===== src/rtl/async_tx_pkg.sv =====
// Package: shared types for the buffered asynchronous transmitter.
// Assumes: nothing beyond IEEE 1800-2017 packed types.
package async_tx_pkg;

    // Selects what follows the data bits in a frame.
    typedef enum logic [1:0] {
        EXTRA_NONE   = 2'b00,
        EXTRA_PARITY = 2'b01,
        EXTRA_MPB    = 2'b10,
        EXTRA_RSVD   = 2'b11
    } extra_e;

    // Frame format controls as seen by the frame builder.
    typedef struct packed {
        logic   short_len;
        extra_e extra;
        logic   odd;
        logic   two_stop;
        logic   mpb;
    } frame_cfg_t;

endpackage


===== src/rtl/atx_holding.sv =====
// Module: holding register with empty and end flags.
// Does: accepts a host word while empty, lets the host hand it over by
//       clearing the empty flag, and re-sets the flag when the shifter loads it.
// Assumes: load_ack is only asserted while empty_q is 0.
module atx_holding #(
    parameter int DATA_W = 8
) (
    input  logic              clk,
    input  logic              rst_n,
    input  logic              hold_wr,
    input  logic [DATA_W-1:0] hold_wdata,
    input  logic              empty_clr,
    input  logic              load_ack,
    input  logic              frame_done,
    output logic [DATA_W-1:0] hold_q,
    output logic              empty_q,
    output logic              end_q
);

    logic clr_take;

    // A clear only counts while the register is free.
    assign clr_take = empty_clr && empty_q;

    // Capture host data; writes while a word is pending are dropped.
    always_ff @(posedge clk) begin
        if (!rst_n) begin
            hold_q <= '0;
        end else if (hold_wr && empty_q) begin
            hold_q <= hold_wdata;
        end
    end

    // Empty flag: set on load, cleared by an accepted host clear.
    always_ff @(posedge clk) begin
        if (!rst_n) begin
            empty_q <= 1'b1;
        end else if (load_ack) begin
            empty_q <= 1'b1;
        end else if (clr_take) begin
            empty_q <= 1'b0;
        end
    end

    // End flag: set when the line goes idle, cleared with the empty flag.
    always_ff @(posedge clk) begin
        if (!rst_n) begin
            end_q <= 1'b1;
        end else if (clr_take) begin
            end_q <= 1'b0;
        end else if (frame_done) begin
            end_q <= 1'b1;
        end
    end

    a_r2_load_sets_empty: assert property (@(posedge clk) disable iff (!rst_n)
        load_ack |=> empty_q);

    a_r10_hold_frozen: assert property (@(posedge clk) disable iff (!rst_n)
        !empty_q |=> $stable(hold_q));

    a_r11_end_falls_with_empty: assert property (@(posedge clk) disable iff (!rst_n)
        $fell(end_q) |-> $fell(empty_q));

    a_r9_end_rises_on_done: assert property (@(posedge clk) disable iff (!rst_n)
        $rose(end_q) |-> $past(frame_done));

endmodule


===== src/rtl/atx_frame_builder.sv =====
// Module: combinational frame assembly.
// Does: lays out start, data, optional extra bit and stop bits as a vector
//       sent from bit 0 upward, and reports the frame length.
// Assumes: DATA_W >= 2; unused upper bits are filled with 1 (mark).
module atx_frame_builder
    import async_tx_pkg::*;
#(
    parameter int DATA_W  = 8,
    parameter int FRAME_W = DATA_W + 4,
    parameter int LEN_W   = $clog2(FRAME_W + 1)
) (
    input  logic [DATA_W-1:0]  data,
    input  frame_cfg_t         cfg,
    output logic [FRAME_W-1:0] frame,
    output logic [LEN_W-1:0]   frame_len
);

    int          nbits;
    logic        has_extra;
    logic        extra_bit;
    logic [DATA_W-1:0] used_mask;

    // Number of data bits and the mask of those sent.
    always_comb begin
        nbits     = cfg.short_len ? DATA_W - 1 : DATA_W;
        used_mask = cfg.short_len ? {1'b0, {(DATA_W-1){1'b1}}} : {DATA_W{1'b1}};
    end

    // Choose the bit that follows the data, if any.
    always_comb begin
        has_extra = (cfg.extra == EXTRA_PARITY) || (cfg.extra == EXTRA_MPB);
        if (cfg.extra == EXTRA_MPB) begin
            extra_bit = cfg.mpb;
        end else begin
            extra_bit = (^(data & used_mask)) ^ cfg.odd;
        end
    end

    // Assemble the frame vector and its length.
    always_comb begin
        frame    = '1;
        frame[0] = 1'b0;
        for (int i = 0; i < DATA_W; i++) begin
            if (i < nbits) begin
                frame[1 + i] = data[i];
            end
        end
        if (has_extra) begin
            frame[1 + nbits] = extra_bit;
        end
        frame_len = LEN_W'(1 + nbits + (has_extra ? 1 : 0) + (cfg.two_stop ? 2 : 1));
    end

endmodule


===== src/rtl/atx_shifter.sv =====
// Module: frame shifter and line driver.
// Does: on baud ticks loads a frame when one is pending and the line is
//       free or on its last stop bit, then shifts it out one bit per tick.
// Assumes: baud_tick is a one-cycle pulse; frame_len >= 2.
module atx_shifter #(
    parameter int FRAME_W = 12,
    parameter int LEN_W   = $clog2(FRAME_W + 1)
) (
    input  logic               clk,
    input  logic               rst_n,
    input  logic               baud_tick,
    input  logic               pending,
    input  logic [FRAME_W-1:0] frame,
    input  logic [LEN_W-1:0]   frame_len,
    output logic               load_ack,
    output logic               frame_done,
    output logic               txd
);

    logic [FRAME_W-1:0] sh_q;
    logic [LEN_W-1:0]   rem_q;
    logic               busy_q;
    logic               txd_q;
    logic               last_bit;

    // The current bit is the final stop bit of a frame.
    assign last_bit   = busy_q && (rem_q == '0);
    assign load_ack   = baud_tick && pending && (!busy_q || last_bit);
    assign frame_done = baud_tick && last_bit && !pending;
    assign txd        = txd_q;

    // Advance the line one bit per tick, reloading at frame end.
    always_ff @(posedge clk) begin
        if (!rst_n) begin
            sh_q   <= '1;
            rem_q  <= '0;
            busy_q <= 1'b0;
            txd_q  <= 1'b1;
        end else if (baud_tick) begin
            if (load_ack) begin
                txd_q  <= frame[0];
                sh_q   <= {1'b1, frame[FRAME_W-1:1]};
                rem_q  <= frame_len - LEN_W'(1);
                busy_q <= 1'b1;
            end else if (busy_q && !last_bit) begin
                txd_q  <= sh_q[0];
                sh_q   <= {1'b1, sh_q[FRAME_W-1:1]};
                rem_q  <= rem_q - LEN_W'(1);
            end else if (busy_q) begin
                busy_q <= 1'b0;
                txd_q  <= 1'b1;
            end
        end
    end

    a_r7_line_moves_on_tick: assert property (@(posedge clk) disable iff (!rst_n)
        !baud_tick |=> $stable(txd_q));

    a_r9_idle_is_mark: assert property (@(posedge clk) disable iff (!rst_n)
        !busy_q |-> txd_q);

    a_r2_start_after_load: assert property (@(posedge clk) disable iff (!rst_n)
        load_ack |=> (busy_q && !txd_q));

    a_r8_no_gap: assert property (@(posedge clk) disable iff (!rst_n)
        (baud_tick && last_bit && pending) |=> (busy_q && !txd_q));

endmodule


===== src/rtl/async_tx_buffered.sv =====
// Module: top of the buffered asynchronous serial transmitter.
// Does: ties the holding register, frame builder and shifter together and
//       gates the two interrupt requests with their enables.
// Assumes: the host writes a word while empty_flag is 1, then pulses empty_clr.
module async_tx_buffered
    import async_tx_pkg::*;
#(
    parameter int DATA_W = 8
) (
    input  logic              clk,
    input  logic              rst_n,
    input  logic              baud_tick,
    input  logic              hold_wr,
    input  logic [DATA_W-1:0] hold_wdata,
    input  logic              empty_clr,
    input  logic              cfg_short,
    input  logic [1:0]        cfg_extra,
    input  logic              cfg_odd,
    input  logic              cfg_two_stop,
    input  logic              cfg_mpb,
    input  logic              ie_empty,
    input  logic              ie_end,
    output logic              txd,
    output logic              empty_flag,
    output logic              end_flag,
    output logic              irq_empty,
    output logic              irq_end
);

    localparam int FRAME_W = DATA_W + 4;
    localparam int LEN_W   = $clog2(FRAME_W + 1);

    logic [DATA_W-1:0]  hold_q;
    logic               empty_q;
    logic               end_q;
    logic               load_ack;
    logic               frame_done;
    logic [FRAME_W-1:0] frame;
    logic [LEN_W-1:0]   frame_len;
    frame_cfg_t         cfg;

    // Gather the live format controls; they are frozen by the load.
    always_comb begin
        cfg.short_len = cfg_short;
        cfg.extra     = extra_e'(cfg_extra);
        cfg.odd       = cfg_odd;
        cfg.two_stop  = cfg_two_stop;
        cfg.mpb       = cfg_mpb;
    end

    atx_holding #(.DATA_W(DATA_W)) u_hold (
        .clk        (clk),
        .rst_n      (rst_n),
        .hold_wr    (hold_wr),
        .hold_wdata (hold_wdata),
        .empty_clr  (empty_clr),
        .load_ack   (load_ack),
        .frame_done (frame_done),
        .hold_q     (hold_q),
        .empty_q    (empty_q),
        .end_q      (end_q)
    );

    atx_frame_builder #(.DATA_W(DATA_W), .FRAME_W(FRAME_W), .LEN_W(LEN_W)) u_build (
        .data      (hold_q),
        .cfg       (cfg),
        .frame     (frame),
        .frame_len (frame_len)
    );

    atx_shifter #(.FRAME_W(FRAME_W), .LEN_W(LEN_W)) u_shift (
        .clk        (clk),
        .rst_n      (rst_n),
        .baud_tick  (baud_tick),
        .pending    (!empty_q),
        .frame      (frame),
        .frame_len  (frame_len),
        .load_ack   (load_ack),
        .frame_done (frame_done),
        .txd        (txd)
    );

    // Flags and gated interrupt requests to the host.
    assign empty_flag = empty_q;
    assign end_flag   = end_q;
    assign irq_empty  = empty_q && ie_empty;
    assign irq_end    = end_q && ie_end;

endmodule


===== config.mk =====
export PLATFORM = sky130hd
export DESIGN_NAME = async_tx_buffered
export DESIGN_NICKNAME = d
export VERILOG_FILES = /design/src/rtl/async_tx_pkg.sv /design/src/rtl/atx_holding.sv /design/src/rtl/atx_frame_builder.sv /design/src/rtl/atx_shifter.sv /design/src/rtl/async_tx_buffered.sv
export SDC_FILE = /design/constraint.sdc
export NUM_CORES = 1
export LEC_CHECK = 0
export BUFFER_PORTS_ARGS = -buffer_cell sky130_fd_sc_hd__buf_2
export CELL_PAD_IN_SITES_DETAIL_PLACEMENT = 1
export CELL_PAD_IN_SITES_GLOBAL_PLACEMENT = 1
export CORE_MARGIN = 4
export CORE_UTILIZATION = 30
export DETAILED_ROUTE_END_ITERATION = 10
export GPL_TIMING_DRIVEN = 0
export PLACE_DENSITY = 0.71
export SETUP_SLACK_MARGIN = 0.4
export SKIP_CTS_REPAIR_TIMING = 1
export SYNTH_ARGS = -nofsm -noshare
export SYNTH_HDL_FRONTEND = slang
export SYNTH_SLANG_ARGS = --single-unit

===== constraint.sdc =====
create_clock -name clk -period 2.42 [get_ports clk]
set_clock_uncertainty 0.2 [all_clocks]
set_input_delay 0.121 -clock clk [delete_from_list [all_inputs] [get_ports clk]]
set_output_delay 0.121 -clock clk [all_outputs]
set_load 0.03 [all_outputs]

== Word level (Yosys, flattened, before mapping) ==
Index checks and enable logic that the tools add are counted.
W data, S select, Z words.

* Bits in registers: 28
* Output and inout bits: 5
* Logic and storage cells: 81

* $add $sub $neg: 5
* Magnitude comparators: 10
* Equal/unequal tests: 3
* Muxes and demuxes: 28
* Bitwise operators: 3
* Reduce and logical (&&, ||, !) cells: 25

{| class="wikitable"
|+ Operators with widths
! cell !! count
|-
| $lt A4 B32 Y1 const A || 4
|-
| $lt A3 B32 Y1 const A || 2
|-
| $mux W12 || 3
|-
| $ge A32 B1 Y1 const B || 1
|-
| $lt A1 B32 Y1 const A || 1
|-
| $lt A2 B32 Y1 const A || 1
|-
| $lt A32 B6 Y1 const B || 1
|-
| $mux W1 || 18
|-
| $bwmux W12 || 1
|-
| $mux W4 || 3
|-
| $logic_and A1 B1 Y1 || 11
|-
| $add A4 B4 Y4 || 2
|-
| $and A8 B8 Y8 || 1
|-
| $mux W8 || 1
|-
| $reduce_xor A8 Y1 || 1
|-
| $sub A4 B1 Y4 const B || 2
|-
| $reduce_and A2 Y1 || 3
|-
| $add A1 B4 Y5 const A || 1
|-
| $demux W1 S4 || 1
|-
| $logic_not A4 Y1 || 1
|-
| $reduce_bool A2 Y1 || 2
|-
| $logic_not A1 Y1 || 3
|-
| $reduce_bool A3 Y1 || 1
|-
| $eq A2 B1 Y1 const B || 1
|-
| other kinds (7) || 8
|}

== Depth between registers and ports, before layout ==
Gate-level depths: netlist (run 1).

* Depth in word-level cells: 9
* Mapped depth: 10
* Depth with buffers taken out: 10

== Cells and area by module ==
Synthesis (run 1) repeated with hierarchy kept, for this count alone.

* Cells, all modules: 194
* Area, all modules: 1,622.8 um^2

{| class="wikitable"
|+ By module, submodules not included
! module !! instances !! cells each !! area an instance (um^2) !! sequential area each (um^2)
|-
| atx_shifter || 1 || 111 || 910.9 || 340.3
|-
| atx_holding || 1 || 44 || 425.4 || 200.2
|-
| atx_frame_builder || 1 || 36 || 270.3 || 0.0
|-
| async_tx_buffered || 1 || 3 || 16.3 || 0.0
|}

== Least setup slack after synthesis (run 1) ==
Ideal clock, no wire load.

* Path kind: input port to flip-flop
* Start point: input port cfg_extra[0]
* End point: register u_shift.rem_q[2]
* Arrival time: 1,716 ps
* Data required time: 2,101 ps
* Setup slack: 385 ps
* Stages: 10
* Path buffers: 0
* Cell sequence: inv_1 -> ha_1 -> ha_1 -> inv_1 -> ha_1 -> inv_1 -> fa_1 -> xnor2_1 -> a21oi_1 -> o221a_1

* Cells in the longest elaborated chain, start to end: 7
* Elaborated cells on any way between the ends: 8
* Classes of those cells: add/sub: 3; eq/ne: 2; mux: 2; reduce/logical: 1

{| class="wikitable"
|+ Ends and longest elaborated chain
! what !! line !! source
|-
| from (decl) || async_tx_buffered.sv:17 || <nowiki>input logic [1:0] cfg_extra,</nowiki>
|-
| $eq A2 B1 Y1 or $eq A2 B2 Y1 (tied branches) || atx_frame_builder.sv:31 || <nowiki>has_extra = (cfg.extra == EXTRA_PARITY) || (cfg.extra == EXTRA_MPB);</nowiki>
|-
| $logic_or A1 B1 Y1 * || atx_frame_builder.sv:31 ||
|-
| $mux W1 * || atx_frame_builder.sv:51 || <nowiki>frame_len = LEN_W'(1 + nbits + (has_extra ? 1 : 0) + (cfg.two_stop ? 2 : 1));</nowiki>
|-
| $add A4 B4 Y4 * (2 in series) || atx_frame_builder.sv:51 ||
|-
| $sub A4 B1 Y4 * || atx_shifter.sv:43 || <nowiki>rem_q <= frame_len - LEN_W'(1);</nowiki>
|-
| $mux W4 * || atx_shifter.sv:40 || <nowiki>if (load_ack) begin</nowiki>
|-
| to (signal assigned) || atx_shifter.sv:43 ||
|-
| to (signal assigned) || atx_shifter.sv:48 || <nowiki>rem_q <= rem_q - LEN_W'(1);</nowiki>
|-
| to (decl) || atx_shifter.sv:21 || <nowiki>logic [LEN_W-1:0] rem_q;</nowiki>
|}

Every way passes the cells marked *; elsewhere a longest branch is shown, timed or not.
A chain may end at the register's enable or synchronous reset.

== Final worst setup path (run 1) ==
* Start point: register u_shift.rem_q[0]
* End point: register u_shift.sh_q[7]

* Cells in the longest elaborated chain, start to end: 6
* Elaborated cells on any way between the ends: 9
* Classes of those cells: mux: 1; reduce/logical: 8

{| class="wikitable"
|+ Ends and longest elaborated chain
! what !! line !! source
|-
| $logic_not A4 Y1 * || atx_shifter.sv:27 || <nowiki>assign last_bit = busy_q && (rem_q == '0);</nowiki>
|-
| $logic_and A1 B1 Y1 * || atx_shifter.sv:27 ||
|-
| $logic_or A1 B1 Y1 or $logic_not A1 Y1 (tied branches) || atx_shifter.sv:28, atx_shifter.sv:45 ||
|-
| $logic_and A1 B1 Y1, on equally long branches || atx_shifter.sv:28, atx_shifter.sv:45 ||
|-
| $reduce_bool A2 Y1 (no line) || - ||
|-
| $reduce_and A2 Y1 (no line) || - ||
|-
| to (signal assigned) || atx_shifter.sv:42 || <nowiki>sh_q <= {1'b1, frame[FRAME_W-1:1]};</nowiki>
|-
| to (signal assigned) || atx_shifter.sv:47 || <nowiki>sh_q <= {1'b1, sh_q[FRAME_W-1:1]};</nowiki>
|-
| to (decl) || atx_shifter.sv:20 || <nowiki>logic [FRAME_W-1:0] sh_q;</nowiki>
|}

Marked as above.

==> impl_results.md, run 1 <==
* Routability congestion estimate at 0.721
* Die area at between 5000 and 6000 um^2
* Initial antenna violation count at 0
* Worst EP required at about 2.4 ns
* Hold Vio Cnt, Final at 0
* Setup crit start kind: flip-flop
* FMAX at ~0.5 GHz
* Adder-cell area share of the yosys netlist at 7.69%
* Layout net count at 234
* # port buffers at 24
* Clock root cell: clkbuf_8
* Slew @ Worst Pin at 0.547 ns
* Row count at 23
* DRC viols at 0
* RSZ-0062 raised after global routing: true
* Mux cell area share after synthesis at 0.750%
* Vias/cell at between 5 and 6
* Core area at 4140 um^2
* Commonest non-fill, non-tap cell in the layout: buf_2
* Clk_lat worst skew at roughly 0.27 ns
* Area growth from synthesis to layout at 32.8%
* Peak supply drop at between 200 and 300 uV
* Static Leak at around 0.8 nW
* Max Root-Sink Buffers at 2
* Kind of critical path: reg2reg
* Antenna-violating nets left at 0
* Rel. slew slack at roughly 64%
* RR Startpoint: u_shift.rem_q[0]
* Total grt overflow at 0
* Final setup TNS at 0 ns
* Worst Setup SP: u_shift.rem_q[0]
* Max FO, Critical Path at 9
* First-pass GRT wire length at just under 6 mm
* Via Count at 1,321
* Syn Nets at roughly 190
* Period Utilization, post-route at 83.2%
* Commonest non-fill, non-tap cells in the layout: 24 x buf_2, 23 x dfxtp_1, 21 x nand2_1
* Clock sinks at 25
* Largest net degree at the start of global routing at 14
* Total wire length at approximately 3.9 mm
* GRT Overall Usage at a little over an eighth
* PwrDens at between 500 and 600 nW/um^2
* Simple-gate share of the synthesized area at about a fifth
* I/O pins at 26
* Sequential area share after synthesis at 37.5%
* Fraction of layout cells with a size suffix above 1 at approximately a quarter
* Synth Cell Area at ~1300 um^2
* Initial drt markers at 63
* Syn Area/Cell at just over 8 um^2
* Slew Limit Fails at 0
* Cell Chain, Critical Path: inv_2 > ha_4 > or3b_4 > nand2_1 > nand2_2 > o41a_1
* Initial core utilization at ~32%
* # diodes at 0
* Vias in the first global route at between 1,000 and 1,500
* Pre-antenna DRT Iters at 4
* Syn Inst Count at ~160
* Final instance area at about 1800 um^2
* Num CTS Buffers at 3
* DP HPWL at ~2.8 mm
* Die height at between 70 and 80 um
* XOR/XNOR share of the synthesized area at under 10%
* Clock period minus worst slack at roughly 2.0 ns
* Drt wl/cell at about 15 um
* Main combinational cell family by area after synthesis: compound AO/OA/AOI/OAI gates
* CP max-delay cell: o41a_1
* #FFs+latches synth at 25
* H-tree depth at 1
* Min-delay worst type: in2reg
* CTS tree: yes
* Synth Area in Compound Gates at 20.9%
* Min-delay src: rst_n
* Final setup violation count at 0
* Ys Warns at 0
* Distinct cells, synth at 34
* CP endpoint kind: flip-flop
* Reg clk slew, reported paths at 0.09 ns
* Largest stage delay, worst path at approximately 0.45 ns
* Die width at between 70 and 80 um
* # Max-Cap Violations at 0
* Status: finished clean
* Dpl cell area at approximately 1500 um^2
* Arrival time worst endpoint at 1.97 ns
flip-flops by register name, indices dropped and copies added (netlist names):
register and flops:
u_shift.rem_q 4, u_hold.hold_q 8, u_shift.sh_q 9, u_shift.txd 1, u_shift.busy_q 1, u_hold.end_q 1, u_hold.empty_q 1
routing by layer:
layer / part of all wire [%] / wire length [um] / track usage [%]
met1: 43 / 1680 / 17.1
met2: 52 / 2040 / 23.7
met3: 4.3 / 166 / 3.34
met4: 0.54 / 21 / 2.37
met5: 0 / 0 / 0
layout make-up:
type                       count  area [um^2]
fill                         524         2370
multi-input combinational    119          812
sequential                    25          503
timing repair buffer          37          253
tap                           50         62.6
buffer                         8         52.6
clock buffer                   4         45.0
inverter                      12         45.0
kinds of logic (layout without fill, tap and decap cells):
kind of cell             after synthesis  after routing
XOR/XNOR                               8              8
buffers and inverters                 20             61
adder cells (fa/ha/maj)                7              7
AND/OR/NAND/NOR                       62             62
flip-flops                            25             25
multiplexers                           1              1
AO/OA/AOI/OAI                         41             41
path summary, 6_finish.rpt:
check	endpoint	slack, ns	cells past startpoint
max reg2reg	u_shift.sh_q[7]	0.41	6
max	u_shift.sh_q[7]	0.41	6
min	u_shift.sh_q[8]	0.005	3
min reg2reg	u_hold.hold_q[3]	0.29	2
cell usage after synthesis:
cell / instances / share of area [%]
a21boi_2: 1 / 0.84
nor3b_1: 2 / 1.1
and2_1: 4 / 1.9
mux2i_1: 1 / 0.75
clkbuf_1: 4 / 1.1
inv_1: 12 / 3.4
fa_1: 2 / 3.0
o21ai_1: 1 / 0.37
nor2b_1: 2 / 0.94
o32a_1: 1 / 0.75
o41a_1: 1 / 0.84
buf_2: 3 / 1.1
o21ai_0: 4 / 1.5
or3b_4: 1 / 0.84
dfxtp_1: 25 / 37
a22oi_1: 1 / 0.56
xnor2_1: 5 / 3.3
a21oi_1: 17 / 6.4
a311o_1: 1 / 0.75
xnor3_1: 1 / 1.7
o311ai_1: 6 / 3.9
nor3_1: 1 / 0.37
nand3_1: 10 / 3.7
nand2_1: 23 / 6.5
o211ai_1: 3 / 1.7
o31ai_1: 1 / 0.56
o221a_1: 1 / 0.84
o221ai_1: 1 / 0.66
ha_1: 5 / 4.7
buf_4: 1 / 0.56
a41oi_1: 1 / 0.66
xor2_1: 2 / 1.3
nor2_1: 19 / 5.3
a21o_1: 1 / 0.56
critical path, delay by kind of cell, from the launching register on:
family	cells	cell delay [ns]
AO/OA/AOI/OAI	1	0.45
adder cells (fa/ha/maj)	1	0.14
flip-flops	1	0.34
buffers and inverters	1	0.08
AND/OR/NAND/NOR	3	0.69
through the flow:
stage / cells / worst slack [ns] / hold WS [ns] / power [mW] / utilization, %
floorplan: 164 / 0.441 / 0.0369 / 0.647 / -
global placement: 238 / 0.219 / 0.141 / 0.712 / 36.9
detailed placement: 238 / 0.189 / 0.168 / 0.726 / 36.9
CTS: 242 / 0.216 / -0.124 / 0.980 / 38.0
global route: 255 / 0.344 / 0.0105 / 1.07 / 42.8
finish: 255 / 0.407 / 0.00498 / 1.02 / 42.8
where the power goes:
part / internal [mW] / switching [mW]
clock network: 0.118 / 0.138
logic: 0.140 / 0.155
registers: 0.443 / 0.0263
Note: power is estimated with default switching activity, not from simulation.
==> run 2: changes to the inputs <==
--- a/config.mk
+++ b/config.mk
@@ -5,6 +5,7 @@
 export SDC_FILE = /design/constraint.sdc
 export NUM_CORES = 1
 export LEC_CHECK = 0
+export ABC_AREA = 1
 export BUFFER_PORTS_ARGS = -buffer_cell sky130_fd_sc_hd__buf_2
 export CELL_PAD_IN_SITES_DETAIL_PLACEMENT = 1
 export CELL_PAD_IN_SITES_GLOBAL_PLACEMENT = 1
@@ -12,7 +13,7 @@
 export CORE_UTILIZATION = 30
 export DETAILED_ROUTE_END_ITERATION = 10
 export GPL_TIMING_DRIVEN = 0
-export PLACE_DENSITY = 0.71
+export PLACE_DENSITY = 0.72
 export SETUP_SLACK_MARGIN = 0.4
 export SKIP_CTS_REPAIR_TIMING = 1
 export SYNTH_ARGS = -nofsm -noshare
==> constraint.sdc (replaced) <==
create_clock -name clk -period 1.91 [get_ports clk]
set_clock_uncertainty 0.2 [all_clocks]
set_input_delay 0.0955 -clock clk [delete_from_list [all_inputs] [get_ports clk]]
set_output_delay 0.0955 -clock clk [all_outputs]
set_load 0.03 [all_outputs]
==> run 2 against run 1 <==
The flow now finishes with violations (hold timing). Synthesized cell count is 18% higher. Sequential power is 28% higher. Non-clock buffer count is 13 higher. Routed wire length is 3.8% higher. Final area is 14% higher. Clock power is 25% higher.
==> impl_results.md, run 2 <==
* Routability congestion estimate at 0.822 (+14%)
* Ys Warns at 0 (unchanged)
* Max reg flops at 9 (unchanged)
* Main area contributors after synthesis: dfxtp_1 37%, nand2_1 9.7%, a21oi_1 8.5%, inv_1 6.1%, o21ai_0 5.5%
* Dominant synthesized flop cell: dfxtp_1
* Total grt overflow at 0 (unchanged)
* Initial antenna violation count at 0 (unchanged)
* Max FO, Critical Path at 3 (-6)
* Hold Crit Depth at 5 (+2)
* Min-delay src: cfg_mpb
* Die width at 75.3 um (+0.75%)
* Placed Cells at 270 (+13%)
* Distinct cells, synth at 23 (-32%)
* Layout Cells excl Fill at 300 (+18%)
* Final instance area at 2030 um^2 (+14%)
* RR Startpoint: u_shift.rem_q[0]
* Static Leak at 0.916 nW (+17%)
* # Max-Cap Violations at 0 (unchanged)
* Arrival time worst endpoint at 1.72 ns (-0.25 ns)
* PwrDens at 653 nW/um^2 (+14%)
* Die area at 5670 um^2 (+1.5%)
* Reg2reg setup slack at 0.20 ns (-0.21 ns)
* Dpl cell area at 1620 um^2 (+6.0%)
* RSZ-0062 raised after global routing: true
* Slew @ Worst Pin at 0.507 ns (-0.0399 ns)
* Num CTS Buffers at 3 (unchanged)
* GRT Overall Usage at 13.7% (+0.12 points)
* Kind of critical path: in2reg
* Antenna-violating nets left at 0 (unchanged)
* Total wire length at 4.05 mm (+3.8%)
* CTS tree: yes
* Top Registers: u_shift.sh_q x9, u_hold.hold_q x8, u_shift.rem_q x4
* Commonest non-fill, non-tap cell in the layout: nand2_1
* Worst Hold Margin at -0.0188 ns (-0.0238 ns)
* Drt wl/cell at 13.5 um (-12%)
* Vias/cell at 4.80 (-7.4%)
* Syn Area/Cell at 7.03 um^2 (-14%)
* # port buffers at 25 (+4.2%)
* H-tree depth at 1 (unchanged)
* Final setup violation count at 0 (unchanged)
* Rel. slew slack at 66.2% (+2.7 points)
* Worst EP required at 1.91 ns (-0.46 ns)
* Min-delay worst type: in2reg
* First-pass GRT wire length at 5.84 mm (+0.48%)
* Slew Limit Fails at 0 (unchanged)
* DP HPWL at 2.76 mm (-2.7%)
* Commonest cells post-synth: 35 x nand2_1, 25 x dfxtp_1, 23 x a21oi_1
* Hold Vio Cnt, Final at 2 (+2)
* Syn Nets at 221 (+15%)
* Fillers at 546 (+4.2%)
* Area leader, netlist: dfxtp_1
* I/O pins at 26 (unchanged)
* Fraction of layout cells with a size suffix above 1 at 34.7% (+10 points)
* Clock root cell: clkbuf_8
* Setup crit start kind: primary input
* Period Utilization, post-route at ~90%
* #FFs+latches synth at 25 (unchanged)
* Largest net degree at the start of global routing at 14 (unchanged)
* Synth Cell Area at 1360 um^2 (+1.7%)
* # diodes at 0 (unchanged)
* Clk_lat worst skew at 0.27 ns (about the same)
* Initial drt markers at 41 (-35%)
* Fraction of registers with async set/reset at 0% (unchanged)
* Biggest register: u_shift.sh_q
* Clock sinks at 25 (unchanged)
* Post-synth EDFFs at 0 (unchanged)
* Die height at 75.3 um (+0.75%)
* Area growth from synthesis to layout at 49.2%
* CP endpoint kind: flip-flop
* Final setup TNS at 0 ns (unchanged)
* Reg2Reg Depth at 9 (+3)
* Peak supply drop at 330 uV (+14%)
* Commonest non-fill, non-tap cells in the layout: 34 x nand2_1, 23 x buf_2, 23 x dfxtp_1
* Total Power at 1.32 mW (+30%)
* Clock period minus worst slack at approximately 1.7 ns
* Sequential area share after synthesis at 36.9% (-0.62 points)
* Vias in the first global route at 1,260 (-1.0%)
* Reg2reg end: u_shift.rem_q[1]
* Layout net count at 277 (+18%)
* Status: finished with violations
* Syn Inst Count at 193 (+18%)
* Worst Hold Path EP: u_shift.sh_q[8]
* FMAX at 0.581 GHz
* Violated checks: hold timing
* Pre-antenna DRT Iters at 4 (unchanged)
* Row count at 24 (+4.3%)
* Initial core utilization at 31.2% (-1.0 points)
* Most numerous cell in the Yosys netlist: nand2_1
* DRC viols at 0 (unchanged)
* Via Count at 1,439 (+8.9%)
* Reg clk slew, reported paths at 0.10 ns (about the same)
* Core area at 4350 um^2 (+5.1%)
* Max Root-Sink Buffers at 2 (unchanged)
* Yosys top cell area share at 36.9% (-0.62 points)
run 2: metrics by stage:
| step | hold WS (ns) | worst slack [ns] | utilization (%) |
|---|---|---|---|
| CTS | -0.129 | 0.107 | 38.3 |
| global placement | 0.149 | -0.128 | 37.2 |
| floorplan | 0.0339 | 0.110 | - |
| global route | -0.00106 | 0.0899 | 46.5 |
| finish | -0.0188 | 0.189 | 46.5 |
| detailed placement | 0.155 | -0.146 | 37.2 |
run 2: worst max path at each step:
stage | start | end | slack (ns) | cells past startpoint
2_1_floorplan | cfg_extra[0] | u_shift.rem_q[1] | 0.11 | 10
3_3_place_gp | cfg_extra[0] | u_shift.rem_q[1] | -0.13 | 11
3_5_place_dp | cfg_extra[0] | u_shift.rem_q[1] | -0.15 | 11
4_1_cts | u_shift.rem_q[1] | u_shift.rem_q[0] | 0.11 | 10
5_1_grt | u_shift.rem_q[0] | u_shift.sh_q[7] | 0.09 | 11
6_report | cfg_extra[0] | u_shift.rem_q[1] | 0.19 | 11
run 2: critical path, stage by stage:
cell and delay [ns]:
buf_8 0.08, inv_8 0.03, ha_4 0.24, ha_4 0.26
inv_2 0.04, ha_4 0.14, inv_2 0.05, fa_2 0.42
nor2_1 0.12, nor3_1 0.06, a211oi_1 0.18
run 2: power breakdown:
part	leakage (nW)	internal [mW]	switching, mW
logic	0.688	0.188	0.216
clock network	0.0228	0.149	0.172
registers	0.206	0.561	0.0371
run 2: logic make-up (layout without fill, tap and decap cells):
logic type | count (synthesis) | after routing | synth area share [%]
simple gates | 69 | 69 | 20.9
compound gates | 55 | 55 | 21.6
buf+inv | 34 | 89 | 11.2
flops | 25 | 25 | 36.9
fa+ha+maj | 7 | 7 | 7.56
xor+xnor | 3 | 3 | 1.94
run 2: area by class of cell:
type                       instances  area [um^2]  area share, %
buffer                             7         57.6           2.84
multi-input combinational        134          836           41.3
timing repair buffer              51          403           19.9
clock buffer                       4         45.0           2.22
sequential                        25          503           24.8
tap                               52         65.1           3.21
inverter                          27          116           5.74
run 2: routing by layer:
metal	track usage (%)	vias up	part of all wire, %	routed length (um)
met3	3.07	6	5.5	224
met5	0	-	0	0
li1	-	733	-	-
met2	23.0	26	49	2000
met4	2.91	0	1.3	53
met1	18.0	674	44	1770
==> run 3: changes to the inputs <==
--- a/config.mk
+++ b/config.mk
@@ -10,10 +10,11 @@
 export CELL_PAD_IN_SITES_DETAIL_PLACEMENT = 1
 export CELL_PAD_IN_SITES_GLOBAL_PLACEMENT = 1
 export CORE_MARGIN = 4
-export CORE_UTILIZATION = 30
+export CORE_UTILIZATION = 38
+export CTS_CLUSTER_DIAMETER = 200
 export DETAILED_ROUTE_END_ITERATION = 10
 export GPL_TIMING_DRIVEN = 0
-export PLACE_DENSITY = 0.72
+export PLACE_DENSITY = 0.86
 export SETUP_SLACK_MARGIN = 0.4
 export SKIP_CTS_REPAIR_TIMING = 1
 export SYNTH_ARGS = -nofsm -noshare
==> constraint.sdc (replaced) <==
create_clock -name clk -period 1.91 [get_ports clk]
set_clock_uncertainty 0.2 [all_clocks]
set_input_delay 0.191 -clock clk [delete_from_list [all_inputs] [get_ports clk]]
set_output_delay 0.191 -clock clk [all_outputs]
set_load 0.03 [all_outputs]
==> run 3 against run 2 <==
The flow still finishes with violations (hold timing). Register-to-register slack worse by 0.02 ns. Sequential share of layout area grew 2.3 points. Clock power fell by 22%. Sequential power about the same. Critical endpoint unchanged.
==> impl_results.md, run 3 (synthesis results as in run 2) <==
* Rel. slew slack at 67.2% (+0.97 points)
* RSZ-0062 raised after global routing: true
* Slew Limit Fails at 0 (unchanged)
* First-pass GRT wire length at 5.54 mm (-5.2%)
* Core Util, Final at 54.6% (+8.1 points)
* Vias/cell at 5.03 (+4.8%)
* Max Root-Sink Buffers at 2 (unchanged)
* Initial drt markers at 39 (-4.9%)
* Worst EP required at 1.93 ns (+0.02 ns)
* Largest delay share family, worst path: adder cells
* Row count at 21 (-13%)
* # port buffers at 25 (unchanged)
* Initial core utilization at 40.1% (+8.9 points)
* CP endpoint kind: flip-flop
* Final setup violation count at 0 (unchanged)
* Clock root cell: clkbuf_4
* Post-route setup slack at 0.141 ns (-0.0478 ns)
* Largest stage delay, worst path at 0.53 ns (+0.11 ns)
* Top Registers: u_shift.sh_q x9, u_hold.hold_q x8, u_shift.rem_q x4
* Die area at 4590 um^2 (-19%)
* Kind of critical path: in2reg
* Min-delay worst type: in2reg
* Num CTS Buffers at 3 (unchanged)
* Total Power at 1.21 mW (-8.4%)
* H-tree depth at 1 (unchanged)
* Pre-antenna DRT Iters at 4 (unchanged)
* Final instance area at 1850 um^2 (-8.6%)
* Initial antenna violation count at 0 (unchanged)
* Layout Cells excl Fill at 284 (-5.3%)
* Period Utilization, post-route at 92.6% (+2.5 points)
* Clk_lat worst skew at 0.33 ns (+0.06 ns)
* Fraction of layout cells with a size suffix above 1 at 29.0% (-5.7 points)
* FMAX at 0.565 GHz (-2.7%)
* CP most frequent cell: ha_4
* Drt wl/cell at 13.2 um (-2.1%)
* DRC viols at 0 (unchanged)
* Final setup TNS at 0 ns (unchanged)
* Core area at 3390 um^2 (-22%)
* Biggest register: u_shift.sh_q
* Dpl cell area at 1610 um^2 (-0.46%)
* Total wire length at 3.75 mm (-7.4%)
* Commonest non-fill, non-tap cells in the layout: 35 x nand2_1, 24 x buf_2, 23 x dfxtp_1
* Setup crit start kind: primary input
* CTS tree: yes
* CP max-delay cell: fa_2
* Status: finished with violations
* Largest net degree at the start of global routing at 15 (+1)
* Cell Chain, Critical Path: buf_2 > ha_4 > ha_4 > inv_4 > ha_4 > inv_4 > fa_2 > nor2_2 > nor3_1 > a211oi_1
* I/O pins at 26 (unchanged)
* Max reg flops at 9 (unchanged)
* Arrival time worst endpoint at 1.79 ns (+0.07 ns)
* GRT Overall Usage at 15.7% (+2.0 points)
* Slew @ Worst Pin at 0.492 ns (-0.0145 ns)
* Commonest non-fill, non-tap cell in the layout: nand2_1
* Antenna-violating nets left at 0 (unchanged)
* Placed Cells at 264 (-2.2%)
* DP HPWL at 2.57 mm (-7.0%)
* Die width at 67.8 um (-10%)
* Vias in the first global route at 1,295 (+2.8%)
* Area growth from synthesis to layout at 36.4%
* Max FO, Critical Path at 3 (unchanged)
* Reg clk slew, reported paths at 0.14 ns (+0.04 ns)
* Total grt overflow at 0 (unchanged)
* Fillers at 441 (-19%)
* # Max-Cap Violations at 0 (unchanged)
* Layout net count at 267 (-3.6%)
* PwrDens at 654 nW/um^2 (+0.25%)
* Routability congestion estimate at 0.740 (-10%)
* Violated checks: hold timing
* Post-place setup slack at -0.226 ns (-0.0795 ns)
* Hold Vio Cnt, Final at 2 (unchanged)
* WP buf/inv at 3 (-1)
* Worst Hold Margin at -0.0530 ns (-0.0342 ns)
* Die height at 67.8 um (-10%)
* Via Count at 1,428 (-0.76%)
* # diodes at 0 (unchanged)
* Clock sinks at 25 (unchanged)
* Static Leak at 0.843 nW (-8.0%)
* Clock period minus worst slack at 1.77 ns (+0.0478 ns)
* Peak supply drop at 414 uV (+26%)
[run 3: cell count changes in the layout (fill, tap and decap cells not counted), moves of 3 or more]
cell | before | now
clkbuf_4 | 0 | 3
buf_6 | 6 | 3
o21ai_2 | 9 | 1
o21ai_1 | 8 | 14
clkbuf_8 | 3 | 0
buf_4 | 12 | 7
[run 3: worst register-to-register path: stages (launching register included)]
cell     delay, ns
dfxtp_1       0.33
inv_2         0.08
ha_4          0.15
nand2_4       0.06
o21ai_4       0.21
nand2_4       0.13
inv_6         0.10
buf_8         0.13
nand2_1       0.06
o21ai_1       0.13
nand2_1       0.06
[run 3: where the power goes]
part	switching (mW)	internal (mW)	total (mW)
registers	0.0330	0.562	0.595
clock network	0.171	0.0789	0.250
logic	0.207	0.160	0.367
[run 3: metal layers]
metal / share of wire, % / global-route usage [%] / vias up
li1: - / - / 718
met1: 43 / 18.7 / 670
met2: 51 / 28.2 / 31
met3: 4.1 / 3.83 / 9
met4: 1.7 / 3.72 / 0
met5: 0 / 0 / -
[run 3: cell type report]
class / instances / area, um^2 / share of cell area, %
multi-input cells: 134 / 806 / 43.5
clock buffers: 3 / 22.5 / 1.22
plain buffers: 7 / 61.3 / 3.31
clock inverters: 1 / 5.00 / 0.270
flip-flops and latches: 25 / 503 / 27.2
inverters: 27 / 119 / 6.42
repair buffers: 41 / 278 / 15.0
well taps: 46 / 57.6 / 3.11
[run 3: path summary, 6_finish.rpt]
kind | end | cells past startpoint | slack [ns] | from
worst min-delay path | u_shift.rem_q[3] | 3 | -0.05 | rst_n
worst max register to register | u_shift.sh_q[8] | 10 | 0.18 | u_shift.rem_q[1]
worst max-delay path | u_shift.rem_q[1] | 10 | 0.14 | cfg_extra[1]
worst min register to register | u_shift.txd | 2 | 0.29 | u_shift.txd
